<file path="src/rtl/pcm_pkg.sv">
package pcm_pkg;

  typedef logic [1:0] depth_t;

  // number of completed observations a slot needs before it may fire
  localparam depth_t DEPTH_FULL = 2'd2;

  function automatic logic rise_hold(input logic [7:0] mask,
                                     input logic [7:0] newest,
                                     input logic [7:0] prev,
                                     input logic [7:0] prev2);
    return |(mask & newest & prev & ~prev2);
  endfunction

endpackage

</file>
<file path="src/rtl/pcm_slot.sv">
module pcm_slot
  import pcm_pkg::*;
#(
  parameter int OFS_W  = 8,
  parameter int DATA_W = 8
) (
  input  logic              clk,
  input  logic              rst_n,
  input  logic              run,
  input  logic              beat_fire,
  input  logic [OFS_W-1:0]  beat_offset,
  input  logic [DATA_W-1:0] beat_data,
  input  logic [OFS_W-1:0]  cfg_offset,
  input  logic [DATA_W-1:0] cfg_mask,
  input  logic              cycle_end,
  input  logic              hist_clear,
  output logic              trig,
  output logic [DATA_W-1:0] snap
);

  logic              hit;
  logic              close;
  logic              seen_q;
  logic              seen_now;
  logic [DATA_W-1:0] cur_q;
  logic [DATA_W-1:0] cur_val;
  logic [DATA_W-1:0] h1_q;
  logic [DATA_W-1:0] h2_q;
  depth_t            depth_q;
  logic [7:0]        m8, n8, p8, q8;

  assign hit      = beat_fire && run && (beat_offset == cfg_offset);
  assign close    = cycle_end && run;
  assign seen_now = seen_q || hit;
  assign cur_val  = hit ? beat_data : cur_q;

  // widen or trim to the byte compare width of the package function
  assign m8 = 8'(cfg_mask);
  assign n8 = 8'(cur_val);
  assign p8 = 8'(h1_q);
  assign q8 = 8'(h2_q);

  assign trig = close && seen_now && (depth_q == DEPTH_FULL) &&
                ((DATA_W <= 8) ? rise_hold(m8, n8, p8, q8)
                               : |(cfg_mask & cur_val & h1_q & ~h2_q));

  assign snap = seen_now ? cur_val : h1_q;

  always_ff @(posedge clk or negedge rst_n) begin
    if (!rst_n) begin
      seen_q  <= 1'b0;
      cur_q   <= '0;
      h1_q    <= '0;
      h2_q    <= '0;
      depth_q <= '0;
    end else if (hist_clear) begin
      seen_q  <= 1'b0;
      cur_q   <= '0;
      h1_q    <= '0;
      h2_q    <= '0;
      depth_q <= '0;
    end else begin
      if (hit) begin
        cur_q  <= beat_data;
        seen_q <= 1'b1;
      end
      if (close) begin
        seen_q <= 1'b0;
        if (seen_now) begin
          h2_q <= h1_q;
          h1_q <= cur_val;
          if (depth_q != DEPTH_FULL) depth_q <= depth_q + 2'd1;
        end
      end
    end
  end

endmodule

</file>
<file path="src/rtl/pcm_ctrl.sv">
module pcm_ctrl #(
  parameter int N      = 4,
  parameter int DATA_W = 8,
  parameter int SEL_W  = 2
) (
  input  logic                clk,
  input  logic                rst_n,
  input  logic [N-1:0]        trig,
  input  logic [N*DATA_W-1:0] snaps,
  input  logic                restart,
  input  logic                rd_en,
  input  logic [SEL_W-1:0]    rd_sel,
  output logic                run,
  output logic                irq,
  output logic [N-1:0]        src,
  output logic [DATA_W-1:0]   rd_data,
  output logic                hist_clear
);

  logic                run_q;
  logic [N-1:0]        src_q;
  logic [DATA_W-1:0]   samp_q [N];
  logic                sel_ok;
  logic                restart_ok;

  assign sel_ok     = int'(rd_sel) < N;
  assign restart_ok = restart && !run_q && (src_q == '0);
  assign hist_clear = restart_ok;

  always_ff @(posedge clk or negedge rst_n) begin
    if (!rst_n) begin
      run_q <= 1'b1;
      src_q <= '0;
    end else if (|trig) begin
      run_q <= 1'b0;
      src_q <= trig;
    end else begin
      if (rd_en && sel_ok) src_q[rd_sel] <= 1'b0;
      if (restart_ok) run_q <= 1'b1;
    end
  end

  for (genvar k = 0; k < N; k++) begin : g_samp
    always_ff @(posedge clk or negedge rst_n) begin
      if (!rst_n)     samp_q[k] <= '0;
      else if (|trig) samp_q[k] <= snaps[k*DATA_W +: DATA_W];
    end
  end

  assign run     = run_q;
  assign src     = src_q;
  assign irq     = |src_q;
  assign rd_data = sel_ok ? samp_q[rd_sel] : '0;

endmodule

</file>
<file path="src/rtl/prefetch_change_monitor.sv">
module prefetch_change_monitor #(
  parameter int N      = 4,
  parameter int OFS_W  = 8,
  parameter int DATA_W = 8,
  localparam int SEL_W = (N > 1) ? $clog2(N) : 1
) (
  input  logic                clk,
  input  logic                rst_n,
  input  logic                beat_valid,
  output logic                beat_ready,
  input  logic [OFS_W-1:0]    beat_offset,
  input  logic [DATA_W-1:0]   beat_data,
  input  logic                cycle_end,
  input  logic [N*OFS_W-1:0]  cfg_offset,
  input  logic [N*DATA_W-1:0] cfg_mask,
  input  logic                restart,
  input  logic                rd_en,
  input  logic [SEL_W-1:0]    rd_sel,
  output logic [DATA_W-1:0]   rd_data,
  output logic                irq,
  output logic [N-1:0]        src_flags,
  output logic                prefetch_run
);

  logic                beat_fire;
  logic                hist_clear;
  logic [N-1:0]        trig_vec;
  logic [N*DATA_W-1:0] snap_vec;

  assign beat_ready = 1'b1;
  assign beat_fire  = beat_valid && beat_ready;

  for (genvar k = 0; k < N; k++) begin : g_slot
    pcm_slot #(.OFS_W(OFS_W), .DATA_W(DATA_W)) u_slot (
      .clk        (clk),
      .rst_n      (rst_n),
      .run        (prefetch_run),
      .beat_fire  (beat_fire),
      .beat_offset(beat_offset),
      .beat_data  (beat_data),
      .cfg_offset (cfg_offset[k*OFS_W +: OFS_W]),
      .cfg_mask   (cfg_mask[k*DATA_W +: DATA_W]),
      .cycle_end  (cycle_end),
      .hist_clear (hist_clear),
      .trig       (trig_vec[k]),
      .snap       (snap_vec[k*DATA_W +: DATA_W])
    );
  end

  pcm_ctrl #(.N(N), .DATA_W(DATA_W), .SEL_W(SEL_W)) u_ctrl (
    .clk       (clk),
    .rst_n     (rst_n),
    .trig      (trig_vec),
    .snaps     (snap_vec),
    .restart   (restart),
    .rd_en     (rd_en),
    .rd_sel    (rd_sel),
    .run       (prefetch_run),
    .irq       (irq),
    .src       (src_flags),
    .rd_data   (rd_data),
    .hist_clear(hist_clear)
  );

endmodule

</file>
<file path="config.mk">
export PLATFORM = sky130hd
export DESIGN_NAME = prefetch_change_monitor
export DESIGN_NICKNAME = d
export VERILOG_FILES = /design/src/rtl/pcm_pkg.sv /design/src/rtl/pcm_slot.sv /design/src/rtl/pcm_ctrl.sv /design/src/rtl/prefetch_change_monitor.sv
export SDC_FILE = /design/constraint.sdc
export NUM_CORES = 1
export LEC_CHECK = 0
export ABC_AREA = 1
export BUFFER_PORTS_ARGS = -buffer_cell sky130_fd_sc_hd__clkbuf_2
export CAP_MARGIN = 20
export CORE_UTILIZATION = 25
export DETAILED_ROUTE_END_ITERATION = 8
export GPL_TIMING_DRIVEN = 0
export PLACE_DENSITY = 0.44
export SLEW_MARGIN = 30
export SYNTH_ARGS = -nofsm -noshare
export SYNTH_HDL_FRONTEND = slang
export SYNTH_SLANG_ARGS = --single-unit
</file>
<file path="constraint.sdc">
create_clock -name clk -period 3.6 [get_ports clk]
set_input_delay 0.72 -clock clk [delete_from_list [all_inputs] [get_ports clk]]
set_output_delay 0.72 -clock clk [all_outputs]
set_load 0.05 [all_outputs]
</file>
==> out/metrics.yaml <==
die:
  die_w_um: 178
  die_y_um: 178
  io-pin-count: 103
  rows: 63
  start_util_pct: 25.7
  coreArea_sq_mm: 0.0300
  dieArea_sq_mm: 0.0315
placement:
  hpwlAfterDp_um: 20200
  pre_cts_ws_ns: 0.271
  gp_congestion: 0.808
  io_buffers: 100
  placed_cell_area_sq_mm: 0.00875
critical_path:
  rr_startpoint: "u_ctrl.src[1]$_DFFE_PN0P_"
  end_kind: "register"
  cp_max_fo: 10
  rrSetupSlack_ns: 0.27
  r2r-end: "g_slot[3].u_slot.cur_q[2]$_DFF_PN0_"
  crit_type: "reg2reg"
  critPathLaunchType: "register"
  cp_data_arrival_time_ns: 3.61
  cp.required_ns: 3.89
  reg2reg_depth: 5
clock_tree:
  cts-resized-gates: 0
  cts_root_buf: "clkbuf_16"
  clock_path_buffers: 2
  cts_tree: "yes"
  ctsHoldBuffers: 0
  clk_pin_slew_ns: 0.07
  cts_buffers: 17
  cts_max_level: 4
  insertion_delay_ns: 0.44
  postCtsSetupRepairBufs: 0
  cts_sinks: 145
final_layout:
  drive_above_1_share_pct: 14.5
  diodes: 0
  fin_area_sq_mm: 0.00937
  syn_to_final_growth_pct: 21.7
  final_nets: 1282
timing:
  clock_skew_ns: 0.0164
  maxSlewHeadroom_pct: 37.5
  clock.fmax_mhz: 301
  period_share_pct: 92.4
  setup_viol: 0
  fin_crit_ns: 3.33
  rsz0062_at_grt: "false"
  hold_viol_final: 0
  max_slew.worst_pin.slew_ns: 0.938
  slew_viol_final: 0
  fin_ws_ns: 0.275
logic_synthesis:
  synthArstFlopShare_pct: 100
  ys_ff_latch: 145
  synthFlopType: "dfrtp_1"
  netlist_area_sq_mm: 0.00770
  syn-num-nets: 1161
  synth_top_area_cell: "dfrtp_1"
  synth_common_cells: "nand2_1 (353), dfrtp_1 (144), o21ai_0 (123)"
  synth.distinct_cells: 39
  synth.top_cell.area_share_pct: 46.8
  ys_warn_count: 0
  synth.most_common_cell: "nand2_1"
  netlist_instances: 1069
  syn_area_per_cell_sq_um: 7.20
  ys_top_cells_by_area: "dfrtp_1 (47%), nand2_1 (17%), o21ai_0 (8.0%)"
  synth-edff-count: 0
  ys_seq_area_share_pct: 47.1
power_and_ir_drop:
  leakage_nw: 4.95
  power_mw: 4.54
  p_clk_share_pct: 41.9
  ir_drop_mv: 0.263
  netSwitchingPower_mw: 1.31
  seqPwrFrac_pct: 42.2
  power_density_mw_per_mm2: 484
  internal-power_mw: 3.23
  swShare_pct: 28.9
  comb_power_share_pct: 15.9
routing:
  vias_per_cell: 4.56
  ant_nets: 0
  first_iter_violations: 498
  routedWlPerCell_um: 17.3
  wl_um: 27500
  drc: 0
  vias: 7258
  drt_first_pass_iters: 5
min_path:
  min_path_type: "in2async"
grt:
  grt_pass1_wl_um: 42100
  grt_max_degree: 67
  grt_overflow: 0
  grt_antenna_before_repair: 0
  grt_usage_pct: 18.3
  grt_pass1_vias: 7040
flow_run:
  maxCapViolations: 0
run_status:
  status: "completed"
layout make-up:
type                       instances  area (sq um)
inverter                         131           492
buffer                            35           166
multi-input combinational        758          3410
fill                            3343         20600
timing repair buffer             102           564
sequential                       145          3630
clock inverter                    13           186
tap                              390           488
clock buffer                      19           433
cells in the final DEF, fill, tap and decap left out, types with 2 or more instances in the layout:
cell type   instances
clkbuf_1           23
ha_1                4
clkinv_4            2
o21ai_0           123
clkbuf_2          102
o31ai_1             4
nand3_1           113
xor2_1              4
a21oi_1             3
nor2_2              4
buf_16              2
bufinv_16           4
inv_1             115
buf_2               4
nand2_1           353
clkbuf_16          17
clkinv_1            2
clkinvlp_4          4
clkinv_2            2
nand2_2             3
a22oi_1             8
inv_2              14
xnor2_1             3
o21ai_1             9
buf_6               3
nor2_1            107
dfrtp_1           144
nor2_4              6
buf_1               3
worst max-delay path: stages, from the launching register on:
cell      delay, ns
dfrtp_1        0.44
or4_1          0.64
nor3_1         0.63
clkbuf_1       0.68
buf_1          0.69
nor2_1         0.09
power groups by stage:
stage                     clock network, mW  registers, mW  logic [mW]
after floorplan                           0           1.92       0.465
after global placement                    0           1.94       0.713
after detailed placement                  0           1.94       0.727
after CTS                              1.93           1.91       0.730
after global routing                   2.00           1.93       0.842
final                                  1.90           1.91       0.722
logic make-up (layout without fill, tap and decap cells):
kind of cell,Yosys count,in the layout,share of synthesized area (%)
AOI/OAI and AO/OA,154,154,10.7
xor gates and xnor gates,7,7,0.796
and+or+nand+nor,592,592,32.1
DFF,145,145,47.1
adders and majority gates,4,4,0.650
other,1,1,0.0487
buffers and inverters,166,300,8.55
stage by stage:
stage                     hold slack (ns)  cells  setup TNS [ns]  utilization, %
after global routing                0.125   1593               0            31.3
after CTS                           0.124   1593               0            31.3
final                               0.130   1593               0            31.3
after detailed placement            0.465   1561               0            29.2
after floorplan                     0.424   1069               0               -
after global placement              0.464   1559         -148.71            29.0
flip-flops by register name, summed over array words and instances, names as in the netlist:
| signal | count |
|---|---|
| g_slot.u_slot.depth_q | 8 |
| g_slot.u_slot.seen_q | 4 |
| u_ctrl.src | 4 |
| g_slot.u_slot.h2_q | 32 |
| u_ctrl.samp_q | 32 |
| u_ctrl.run | 1 |
| g_slot.u_slot.cur_q | 32 |
| g_slot.u_slot.h1_q | 32 |
worst max path at each step:
stage                                                    to                 startpoint  slack (ns)  depth (start not counted)
floorplan               g_slot[0].u_slot.cur_q[0]$_DFF_PN0_  u_ctrl.src[1]$_DFFE_PN0P_        1.04                          5
global placement    g_slot[3].u_slot.depth_q[0]$_DFFE_PN0P_                      rst_n       -1.05                          1
detailed placement            u_ctrl.samp_q[15]$_DFFE_PN0P_             beat_offset[4]        0.27                         14
CTS                     g_slot[3].u_slot.cur_q[2]$_DFF_PN0_  u_ctrl.src[1]$_DFFE_PN0P_        0.29                          5
global route           g_slot[0].u_slot.h1_q[6]$_DFFE_PN0N_  u_ctrl.src[1]$_DFFE_PN0P_        0.19                          6
finish                  g_slot[3].u_slot.cur_q[2]$_DFF_PN0_  u_ctrl.src[1]$_DFFE_PN0P_        0.27                          5
per-layer routing:
metal | routed length [um] | global-route usage [%] | up-vias
met5 | 0 | 0 | -
met4 | 488 | 5.56 | 0
met3 | 1270 | 2.76 | 27
met2 | 12400 | 28.6 | 181
met1 | 13300 | 25.8 | 3433
li1 | - | - | 3617
Power figures use the tool's default switching activity.
